==> config.mk <==
export PLATFORM = sky130hd
export DESIGN_NAME = smpl_interleaver
export DESIGN_NICKNAME = d
export VERILOG_FILES = /design/src/rtl/pk_pack_pkg.sv /design/src/rtl/pk_mode_trk.sv /design/src/rtl/pk_subcnt.sv /design/src/rtl/pk_lane_merge.sv /design/src/rtl/smpl_interleaver.sv
export SDC_FILE = /design/constraint.sdc
export NUM_CORES = 1
export LEC_CHECK = 0
export ABC_AREA = 0
export CORE_MARGIN = 2
export CORE_UTILIZATION = 56
export CTS_BUF_LIST = sky130_fd_sc_hd__clkbuf_8
export CTS_CLUSTER_SIZE = 24
export DETAILED_ROUTE_END_ITERATION = 12
export DONT_BUFFER_PORTS = 1
export PLACE_DENSITY = 0.71
export SLEW_MARGIN = 20
export SYNTH_ARGS = -nofsm -noshare
export SYNTH_HDL_FRONTEND = slang
export SYNTH_SLANG_ARGS = --single-unit
==> constraint.sdc <==
create_clock -name clk -period 5.1 [get_ports clk]
set_input_delay 0.51 -clock clk [delete_from_list [all_inputs] [get_ports clk]]
set_output_delay 0.51 -clock clk [all_outputs]
set_load 0.05 [all_outputs]
==> src/rtl/pk_pack_pkg.sv <==
package pk_pack_pkg;
  typedef enum logic [1:0] {
    PK_X1  = 2'd0,
    PK_X2  = 2'd1,
    PK_X4  = 2'd2,
    PK_X1B = 2'd3
  } pk_mode_e;

  // samples carried by one word in a given mode
  function automatic int pk_spw(input logic [1:0] m);
    case (m)
      PK_X2:   return 2;
      PK_X4:   return 4;
      default: return 1;
    endcase
  endfunction

  // index of the final sub-sample of a word
  function automatic logic [1:0] pk_last_idx(input logic [1:0] m);
    return 2'(pk_spw(m) - 1);
  endfunction
endpackage

==> src/rtl/pk_mode_trk.sv <==
module pk_mode_trk (
  input  logic       clk,
  input  logic       rst_n,
  input  logic [1:0] mode,
  output logic [1:0] mode_q,
  output logic       mode_chg
);
  always_ff @(posedge clk) begin
    if (!rst_n) mode_q <= 2'd0;
    else        mode_q <= mode;
  end

  assign mode_chg = (mode != mode_q);
endmodule

==> src/rtl/pk_subcnt.sv <==
module pk_subcnt
  import pk_pack_pkg::*;
(
  input  logic       clk,
  input  logic       rst_n,
  input  logic [1:0] mode,
  input  logic       mode_chg,
  input  logic       smp_en,
  output logic [1:0] cnt_q,
  output logic [1:0] eff_cnt,
  output logic       word_done
);
  logic [1:0] cnt_d;

  assign eff_cnt   = mode_chg ? 2'd0 : cnt_q;
  assign word_done = smp_en && (eff_cnt == pk_last_idx(mode));

  always_comb begin
    cnt_d = eff_cnt;
    if (smp_en) cnt_d = word_done ? 2'd0 : eff_cnt + 2'd1;
  end

  always_ff @(posedge clk) begin
    if (!rst_n) cnt_q <= 2'd0;
    else        cnt_q <= cnt_d;
  end
endmodule

==> src/rtl/pk_lane_merge.sv <==
module pk_lane_merge
  import pk_pack_pkg::*;
#(
  parameter int WORD_W = 16
) (
  input  logic [1:0]        mode,
  input  logic [1:0]        eff_cnt,
  input  logic [WORD_W-1:0] smp_in,
  input  logic [WORD_W-1:0] acc_in,
  output logic [WORD_W-1:0] acc_out
);
  for (genvar b = 0; b < WORD_W; b++) begin : g_bit
    localparam int K2 = b % 2;
    localparam int C2 = b / 2;
    localparam int K4 = b % 4;
    localparam int C4 = b / 4;
    always_comb begin
      case (mode)
        PK_X2:   acc_out[b] = (eff_cnt == 2'(K2)) ? smp_in[C2] : acc_in[b];
        PK_X4:   acc_out[b] = (eff_cnt == 2'(K4)) ? smp_in[C4] : acc_in[b];
        default: acc_out[b] = smp_in[b];
      endcase
    end
  end
endmodule

==> src/rtl/smpl_interleaver.sv <==
module smpl_interleaver
  import pk_pack_pkg::*;
#(
  parameter int WORD_W = 16
) (
  input  logic              clk,
  input  logic              rst_n,
  input  logic [1:0]        mode,
  input  logic              smp_en,
  input  logic [WORD_W-1:0] smp_in,
  output logic [WORD_W-1:0] word_out,
  output logic              word_vld
);
  logic [1:0]        mode_q;
  logic              mode_chg;
  logic [1:0]        cnt_q;
  logic [1:0]        eff_cnt;
  logic              word_done;
  logic [WORD_W-1:0] acc_q;
  logic [WORD_W-1:0] acc_base;
  logic [WORD_W-1:0] acc_merged;

  pk_mode_trk u_mode (
    .clk      (clk),
    .rst_n    (rst_n),
    .mode     (mode),
    .mode_q   (mode_q),
    .mode_chg (mode_chg)
  );

  pk_subcnt u_cnt (
    .clk       (clk),
    .rst_n     (rst_n),
    .mode      (mode),
    .mode_chg  (mode_chg),
    .smp_en    (smp_en),
    .cnt_q     (cnt_q),
    .eff_cnt   (eff_cnt),
    .word_done (word_done)
  );

  // a mode switch drops whatever was gathered so far
  assign acc_base = mode_chg ? '0 : acc_q;

  pk_lane_merge #(.WORD_W(WORD_W)) u_merge (
    .mode    (mode),
    .eff_cnt (eff_cnt),
    .smp_in  (smp_in),
    .acc_in  (acc_base),
    .acc_out (acc_merged)
  );

  always_ff @(posedge clk) begin
    if (!rst_n) begin
      acc_q    <= '0;
      word_out <= '0;
      word_vld <= 1'b0;
    end else begin
      word_vld <= word_done;
      if (word_done) begin
        word_out <= acc_merged;
        acc_q    <= '0;
      end else if (smp_en) begin
        acc_q <= acc_merged;
      end else begin
        acc_q <= acc_base;
      end
    end
  end
endmodule

After elaboration in Yosys (flattened, before gate mapping)
Index checks and enable logic that the tools add are counted.
{"block": "classes", "muxes": 52, "add_sub_neg": 2, "n_bitwise": 1, "n_eq_ne": 7, "reduce_logical": 4}
{"op": "two-way mux 1 bit", "count": 32}
{"op": "two-way mux 16 bit", "count": 2}
{"op": "case mux 1 bit (2 select lines)", "count": 14}
{"op": "equality test 2 bit, second input constant", "count": 3}
{"op": "two-way mux 2 bit", "count": 3}
{"op": "equality test 2 x 1 -> 1 bit, second input constant", "count": 2}
{"op": "case mux 2 bit (2 select lines)", "count": 1}
{"op": "OR reduction 2 bit", "count": 2}
{"op": "adder 2 x 1 -> 2 bit, second input constant", "count": 1}
{"op": "equality test 2 bit", "count": 1}
{"op": "logical NOT 2 bit", "count": 1}
{"op": "!= test 2 bit", "count": 1}
{"op": "subtractor 2 x 1 -> 2 bit, second input constant", "count": 1}
{"op": "logical AND 1 bit", "count": 1}
{"op": "inverter 1 bit", "count": 1}
{"block": "word_totals", "output_inout_bits": 17, "word_cells": 71, "register_bits": 37, "inputBits": 21}

Logic depth before layout (Yosys ltp)
Gate-level depths: netlist of run 1.
{"block": "logic_depth", "depth_word": 7, "ltp_mapped": 10, "mapped_depth_nobuf": 7}

Cells and area by module
From an unflattened synthesis of run 1, not the netlist that was laid out.
{"block": "hier_totals", "cells_unflattened": 251, "hier_area_um2": 2272.2}
{"module": "smpl_interleaver", "n_inst": 1, "seq_area_each_um2": 660.6, "area_each_um2": 1431.4, "cells_per_inst": 142}
{"module": "pk_lane_merge", "n_inst": 1, "seq_area_each_um2": 0.0, "area_each_um2": 565.5, "cells_per_inst": 81}
{"module": "pk_subcnt", "n_inst": 1, "seq_area_each_um2": 40.0, "area_each_um2": 200.2, "cells_per_inst": 21}
{"module": "pk_mode_trk", "n_inst": 1, "seq_area_each_um2": 40.0, "area_each_um2": 75.1, "cells_per_inst": 7}

Worst setup path before layout of run 1
OpenSTA, ideal clock, no wires.
{"block": "synth_path", "path_type": "input to register", "startpoint": "input mode[0]", "endpoint": "register word_out[6]", "stages": 9, "slack_ps": 2936, "n_path_buf": 2, "required_time_ps": 4976, "arrival_time_ps": 2040, "setup_time_ps": 124, "path_cell_list": "inv_1 -> ha_1 -> nand2b_1 -> nor4b_1 -> o211ai_2 -> and2_2 -> buf_6 -> buf_12 -> o2bb2ai_4"}
{"block": "synth_between", "elab_chain_len": 5, "elab_cells_between_ends": 14, "cone_classes": "add/sub (1); eq/ne (5); mux (6); reduce/logical (2)"}
{"item": "from (decl)", "line_no": "smpl_interleaver.sv:8", "rtl": "input logic [1:0] mode,"}
{"item": "equality test 2 bit (tied with other cells)", "line_no": "pk_pack_pkg.sv:11, pk_lane_merge.sv:18"}
{"item": "case mux 2 bit (2 select lines) / two-way mux 2 bit (equally long branches)", "line_no": "pk_pack_pkg.sv:11, pk_subcnt.sv:15"}
{"item": "subtractor 2 x 1 -> 2 bit (tied with other cells)", "line_no": "pk_pack_pkg.sv:20", "rtl": "return 2'(pk_spw(m) - 1);"}
{"item": "equality test 2 bit (tied with other cells)", "line_no": "pk_subcnt.sv:16", "rtl": "assign word_done = smp_en && (eff_cnt == pk_last_idx(mode));"}
{"item": "logical AND 1 bit / case mux 1 bit (2 select lines) (equally long branches)", "line_no": "pk_subcnt.sv:16, pk_lane_merge.sv:18"}
{"item": "to (signal assigned)", "line_no": "smpl_interleaver.sv:61", "rtl": "word_out <= acc_merged;"}
{"item": "to (decl)", "line_no": "smpl_interleaver.sv:11", "rtl": "output logic [WORD_W-1:0] word_out,"}
Several ways; a longest one is shown, not always the timed one.
A chain may end at the register's enable or synchronous reset.

Worst setup path after layout of run 1
{"block": "layout_path", "startpoint": "register u_mode.mode_q[0]", "endpoint": "register word_out[1]"}
{"block": "layout_between", "elab_chain_len": 5, "elab_cells_between_ends": 8, "cone_classes": "eq/ne (3); mux (4); reduce/logical (1)"}
{"item": "from (decl)", "line_no": "pk_mode_trk.sv:5", "rtl": "output logic [1:0] mode_q,"}
{"item": "from (signal assigned)", "line_no": "pk_mode_trk.sv:10", "rtl": "else mode_q <= mode;"}
{"item": "!= test 2 bit (*)", "line_no": "pk_mode_trk.sv:13", "rtl": "assign mode_chg = (mode != mode_q);"}
{"item": "two-way mux 2 bit", "line_no": "pk_subcnt.sv:15", "rtl": "assign eff_cnt = mode_chg ? 2'd0 : cnt_q;"}
{"item": "equality test 2 x 1 -> 1 bit", "line_no": "pk_lane_merge.sv:19, pk_lane_merge.sv:20"}
{"item": "two-way mux 1 bit", "line_no": "pk_lane_merge.sv:19, pk_lane_merge.sv:20"}
{"item": "two-way mux 1 bit"}
Every way passes the cells marked *; elsewhere a longest branch is shown, timed or not.

==> load_flow_metrics.sql, run 1 <==
INSERT INTO impl_metrics (metric_group, metric, value, unit) VALUES
('synthesis', 'yosysSeqAreaShare', '31.8', '%'),
('routing', 'firstDrtPassIters', '4', ''),
('pwr', 'p_int', '0.509', 'mW'),
('grt', 'antenna_found_initial', '0', ''),
('die', 'dieArea', '4680', 'sq um'),
('worst_hold_path', 'timing.hold.worst.class', 'primary input to register', ''),
('timing', 'layout_worst_path_cycle_share', '50.5', '%'),
('final_layout', 'finish.instance_area', '2390', 'sq um'),
('pwr', 'clockPowerShare', '36.3', '%'),
('critical_path', 'crit_fanout', '17', ''),
('synthesis', 'yosys_most_used_dff', 'dfxtp_1', ''),
('synthesis', 'synthCells', '260', ''),
('synthesis', 'synth_largest_area_cell', 'dfxtp_1', ''),
('placed_design', 'place_congestion', '0.908', ''),
('synthesis', 'ys_async_sr_fraction', '0', '%'),
('run', 'drv_cap', '0', ''),
('critical_path', 'worstPathCellList', 'xnor2_2, a31oi_1, o211ai_2, or2_1, o2bb2ai_1', ''),
('die', 'start_util', '58.1', '%'),
('timing', 'finalSetupViolations', '0', ''),
('synthesis', 'synth_top_area_share', '31.8', '%'),
('final_layout', 'final_standard_cell_count_with_taps_included_and_fillers_excluded', '299', ''),
('synthesis', 'synth.top_cells.by_count', 'dfxtp_1 (37), nand3_1 (19), a21oi_1 (18)', ''),
('die', 'rows', '23', ''),
('final_layout', 'antenna_cells', '0', ''),
('die', 'height_of_the_die', '68.4', 'um'),
('grt', 'overflow', '0', ''),
('final_layout', 'fillers', '368', ''),
('placed_design', 'dpl_cell_area', '2270', 'sq um'),
('outcome', 'run_status', 'completed', ''),
('placed_design', 'place_worst_setup_slack', '2.22', 'ns'),
('grt', 'grt_first_pass_wirelength', '9000', 'um'),
('synthesis', 'synthTopCellsByArea', 'dfxtp_1 (32%), mux2i_1 (6.5%), o2bb2ai_2 (5.2%)', ''),
('timing', 'timing.slew.headroom', '31.1', '%'),
('clocking', 'post_cts.resized_instances', '0', ''),
('timing', 'hold_viol_final', '0', ''),
('routing', 'drtIter0Drc', '180', ''),
('synthesis', 'yosysWarningCount', '0', ''),
('clocking', 'worstSkewPairLatency', '0.29', 'ns'),
('clocking', 'cts_buffer_depth', '2', ''),
('grt', 'grt_max_degree', '48', ''),
('final_layout', 'drive_above_1_share', '14.5', '%'),
('final_layout', 'fin_nets', '272', ''),
('pwr', 'power_switching_share', '31.3', '%'),
('routing', 'routed_wire_length_per_instance', '18.9', 'um'),
('critical_path', 'end_kind', 'register', ''),
('pwr', 'comb_power_share', '17.0', '%'),
('clocking', 'clockRootBuffer', 'clkbuf_8', ''),
('die', 'die_width', '68.4', 'um'),
('critical_path', 'cp_slowest_cell', 'or2_1', ''),
('die', 'floorplan.core_area', '4000', 'sq um'),
('timing', 'transition_time_at_the_pin_with_the_least_slew_margin', '1.03', 'ns'),
('grt', 'via_count_of_the_first_global_routing_pass', '1832', ''),
('routing', 'finalWirelength', '5660', 'um'),
('timing', 'achievable_clock_frequency', '388', 'MHz'),
('timing', 'min_period', '2.58', 'ns'),
('clocking', 'tritoncts', 'yes', ''),
('pwr', 'ir_drop', '0.000216', 'V'),
('pwr', 'static-leakage-power', '0.893', 'nW'),
('critical_path', 'cp_data_required_time', '5.25', 'ns'),
('pwr', 'finalPower', '0.741', 'mW'),
('placed_design', 'portBuffers', '0', ''),
('timing', 'timing.setup.tns', '0', 'ns'),
('routing', 'vias_per_cell', '6.56', ''),
('synthesis', 'synth_cell_area', '2330', 'sq um'),
('critical_path', 'worstSetupStartpointType', 'register', ''),
('clocking', 'cts_htree_levels', '2', ''),
('placed_design', 'detailedPlacementHpwl', '3890', 'um'),
('timing', 'slew_violations', '0', ''),
('synthesis', 'synth.avg_cell_area', '8.95', 'sq um'),
('routing', 'route.detailed.drc', '0', ''),
('routing', 'via_total_after_detailed_routing', '1961', '');
placed cells by master (no fill, tap or decap), types with 6 or more instances in the layout:
cell        n
dfxtp_1    37
nand3_1    19
a21oi_1    18
nand2_1    16
nor2_1     15
mux2i_1    15
o21ai_0    11
nand2b_1   10
inv_1       9
o2bb2ai_2   8
nand4_1     7
o211ai_1    7
o31ai_1     6
nor3_1      6
clkbuf_8    6
power groups by stage:
| stage | sequential [mW] | clock (mW) | combinational, mW |
|---|---|---|---|
| global route | 0.348 | 0.285 | 0.139 |
| finish | 0.346 | 0.269 | 0.126 |
| floorplan | 0.349 | 0 | 0.112 |
| CTS | 0.346 | 0.273 | 0.124 |
| detailed placement | 0.353 | 0 | 0.124 |
| global placement | 0.353 | 0 | 0.122 |
routing by layer:
| metal | track usage, % | share of wire [%] | vias up |
|---|---|---|---|
| met3 | 8.55 | 9.8 | 8 |
| met2 | 39.4 | 44 | 88 |
| met1 | 36.1 | 45 | 920 |
| met5 | 0 | 0 | - |
| li1 | - | - | 945 |
| met4 | 7.00 | 1.0 | 0 |
area by class of cell:
class | count | area [sq um] | area share [%]
clock buffer | 6 | 82.6 | 3.46
timing repair buffer | 1 | 7.51 | 0.315
multi-input combinational | 194 | 1420 | 59.6
sequential | 37 | 741 | 31.0
tap | 50 | 62.6 | 2.62
clock inverter | 2 | 37.5 | 1.57
inverter | 9 | 33.8 | 1.42
path summary, 6_finish.rpt:
path                                             startpoint                  endpoint  slack (ns)  depth (start not counted)
worst max-delay path            u_mode.mode_q[0]$_SDFF_PN0_  word_out[1]$_SDFFE_PN0P_        2.52                          5
worst min register to register          acc_q[9]$_SDFF_PP0_       acc_q[9]$_SDFF_PP0_        0.48                          2
worst min-delay path                                 smp_en      acc_q[15]$_SDFF_PP0_        0.31                          1
worst max register to register  u_mode.mode_q[0]$_SDFF_PN0_  word_out[1]$_SDFFE_PN0P_        2.52                          5
registers in the layout, indices dropped and copies added (netlist names):
name,cells
acc_q,16
u_cnt.cnt_q,2
u_mode.mode_q,2
word_out,16
word_vld,1
cell families (layout without fill, tap and decap cells):
family	Yosys count	in the layout	share of synthesized area, %
and+or+nand+nor	91	91	21.0
xor gates and xnor gates	4	4	2.80
adders and majority gates	3	3	1.61
buffers and inverters	29	18	7.05
DFF	37	37	31.8
muxes	18	18	7.91
AOI/OAI and AO/OA	78	78	27.8
(Power assumes the default switching activity.)
==> run 2: changes to the inputs <==
- PLACE_DENSITY: 0.71 -> 0.74
- clock period: 5.1 -> 2.3 ns (I/O delays scaled with it)
==> run 2 against run 1 <==
  * Flip-flop and latch count unchanged
  * Design area increased by 4.1%
  * Core utilization increased by 2.4 points
  * Final cell count increased by 4.0%
  * Fmax increased by 20%
  * Count of clock-buffer cells in the layout decreased by 1
  * Register-to-register slack got worse by 2.4 ns
  * First-iteration DRC count decreased by 7.8%
  * Clock skew increased by 0.0057 ns
  * Via count increased by 4.1%
  * Critical path depth increased by 1
  * Critical endpoint is now word_out[11]$_SDFFE_PN0P_
  * Highest routed layer unchanged
==> load_flow_metrics.sql, run 2 (synthesized netlist as in run 1, its figures left out) <==
INSERT INTO impl_metrics (metric_group, metric, value, unit) VALUES
('clocking', 'tritoncts', 'yes', ''),
('final_layout', 'final_cell_mix', 'dfxtp_1 (37), nand3_1 (19), a21oi_1 (18)', ''),
('clocking', 'path_clk_slew', '0.08', 'ns'),
('die', 'start_util', '58.1', '%'),
('critical_path', 'worstSetupStartpointType', 'register', ''),
('pwr', 'power_switching_share', '32.5', '%'),
('final_layout', 'drive_above_1_share', '18.4', '%'),
('timing', 'layout_worst_path_cycle_share', '93.0', '%'),
('critical_path', 'cp.arrival', '2.33', 'ns'),
('grt', 'grt_first_pass_wirelength', '9290', 'um'),
('die', 'dieArea', '4680', 'sq um'),
('routing', 'finalWirelength', '5730', 'um'),
('timing', 'min_period', '2.14', 'ns'),
('timing', 'timing.setup.tns', '0', 'ns'),
('pwr', 'p_int', '1.12', 'mW'),
('pwr', 'comb_power_share', '18.4', '%'),
('clocking', 'cts_sinks', '37', ''),
('pwr', 'ir_drop', '0.000545', 'V'),
('grt', 'overflow', '0', ''),
('final_layout', 'most_frequent_standard_cell_in_the_layout_excluding_fill_and_tap_cells', 'dfxtp_1', ''),
('routing', 'postRouteAntennaNets', '0', ''),
('clocking', 'cts_setup_buffers', '0', ''),
('grt', 'track_usage', '26.7', '%'),
('timing', 'worst_slack', '0.161', 'ns'),
('pwr', 'power_density', '667', 'nW/um^2'),
('timing', 'achievable_clock_frequency', '467', 'MHz'),
('grt', 'grt_max_degree', '46', ''),
('placed_design', 'portBuffers', '0', ''),
('routing', 'drtIter0Drc', '166', ''),
('clocking', 'holdBufCountCts', '0', ''),
('final_layout', 'final_standard_cell_count_with_taps_included_and_fillers_excluded', '311', ''),
('timing', 'hold_viol_final', '0', ''),
('worst_hold_path', 'timing.hold.worst.class', 'primary input to register', ''),
('critical_path', 'timing.setup.critical_path_class', 'register to register', ''),
('routing', 'routed_wire_length_per_instance', '18.4', 'um'),
('timing', 'finalSetupViolations', '0', ''),
('routing', 'vias_per_cell', '6.57', ''),
('critical_path', 'cp_data_required_time', '2.49', 'ns'),
('grt', 'antenna_found_initial', '0', ''),
('die', 'height_of_the_die', '68.4', 'um'),
('routing', 'route.detailed.drc', '0', ''),
('clocking', 'post_cts.resized_instances', '0', ''),
('timing', 'slew_violations', '0', ''),
('timing', 'transition_time_at_the_pin_with_the_least_slew_margin', '0.657', 'ns'),
('die', 'rows', '23', ''),
('critical_path', 'end_kind', 'register', ''),
('final_layout', 'largest_registers', 'acc_q: 16 flops, word_out: 16 flops', ''),
('outcome', 'run_status', 'completed', ''),
('final_layout', 'antenna_cells', '0', ''),
('clocking', 'cts_inserted_buffers', '5', ''),
('final_layout', 'finish.instance_area', '2480', 'sq um'),
('final_layout', 'areaGrowthSynthToFinish', '6.78', '%'),
('pwr', 'static-leakage-power', '0.952', 'nW'),
('die', 'die_width', '68.4', 'um'),
('critical_path', 'crit_fanout', '11', ''),
('timing', 'fin_worst_skew', '0.00997', 'ns'),
('placed_design', 'place_congestion', '0.873', ''),
('placed_design', 'place_worst_setup_slack', '0.229', 'ns'),
('final_layout', 'fin_util', '62.1', '%'),
('routing', 'firstDrtPassIters', '8', ''),
('grt', 'via_count_of_the_first_global_routing_pass', '1846', ''),
('placed_design', 'dpl_cell_area', '2370', 'sq um'),
('pwr', 'pwr-share-seq', '46.2', '%'),
('clocking', 'worstSkewPairLatency', '0.30', 'ns'),
('clocking', 'cts_buffer_depth', '2', ''),
('clocking', 'clockRootBuffer', 'clkbuf_8', ''),
('timing', 'timing.slew.headroom', '56.0', '%'),
('final_layout', 'fin_nets', '284', ''),
('placed_design', 'dp.cells', '303', ''),
('timing', 'rsz0062_at_grt', 'false', ''),
('run', 'drv_cap', '0', ''),
('placed_design', 'detailedPlacementHpwl', '4150', 'um'),
('die', 'floorplan.core_area', '4000', 'sq um'),
('die', 'boundaryPins', '38', ''),
('routing', 'via_total_after_detailed_routing', '2042', ''),
('pwr', 'clockPowerShare', '35.4', '%'),
('clocking', 'cts_htree_levels', '2', ''),
('pwr', 'net-switching-power', '0.538', 'mW');
run 2: cell types whose count changed in the layout (fill, tap and decap cells not counted), sizes merged:
cell and change:
clkbuf -1, buf +12, clkinv +1
run 2: metal layers:
layer | routed length (um) | vias to the layer above | GRT usage, %
met1 | 2510 | 964 | 37.8
met3 | 520 | 8 | 6.41
met2 | 2640 | 101 | 40.6
met5 | 0 | - | 0
met4 | 63 | 0 | 6.75
li1 | - | 969 | -
run 2: final cells by class:
| class | count | area, sq um |
|---|---|---|
| clock inverter | 3 | 46.3 |
| clock buffer | 5 | 68.8 |
| sequential | 37 | 741 |
| timing repair buffer | 13 | 110 |
| tap | 50 | 62.6 |
| inverter | 9 | 33.8 |
| multi-input combinational | 194 | 1420 |
| fill | 350 | 1520 |
run 2: final timing paths:
path                                             startpoint                        end  slack, ns  depth (start not counted)
worst max register to register  u_mode.mode_q[0]$_SDFF_PN0_  word_out[11]$_SDFFE_PN0P_       0.16                          6
worst min-delay path                                 smp_en        acc_q[4]$_SDFF_PP0_       0.01                          1
worst max-delay path            u_mode.mode_q[0]$_SDFF_PN0_  word_out[11]$_SDFFE_PN0P_       0.16                          6
worst min register to register          acc_q[5]$_SDFF_PP0_        acc_q[5]$_SDFF_PP0_       0.48                          2
run 2: per-stage QoR:
step	power [mW]	hold WS, ns
floorplan	1.02	0.358
global placement	1.08	0.320
detailed placement	1.08	0.326
CTS	1.66	0.00904
global route	1.72	0.00764
finish	1.66	0.00998
run 2: power by group through the flow:
| stage | Sequential, mW | Combinational [mW] | Clock [mW] |
|---|---|---|---|
| floorplan | 0.773 | 0.249 | 0 |
| global placement | 0.779 | 0.297 | 0 |
| detailed placement | 0.780 | 0.300 | 0 |
| CTS | 0.765 | 0.302 | 0.592 |
| global route | 0.770 | 0.332 | 0.619 |
| finish | 0.765 | 0.305 | 0.587 |
run 2: critical path, cell delays in order, from the launching register on:
cell and delay [ns]:
dfxtp_1 0.36, xnor2_2 0.51, nand4_4 0.24, buf_4 0.23, mux2i_1 0.15, o31ai_1 0.45
o2bb2ai_2 0.07
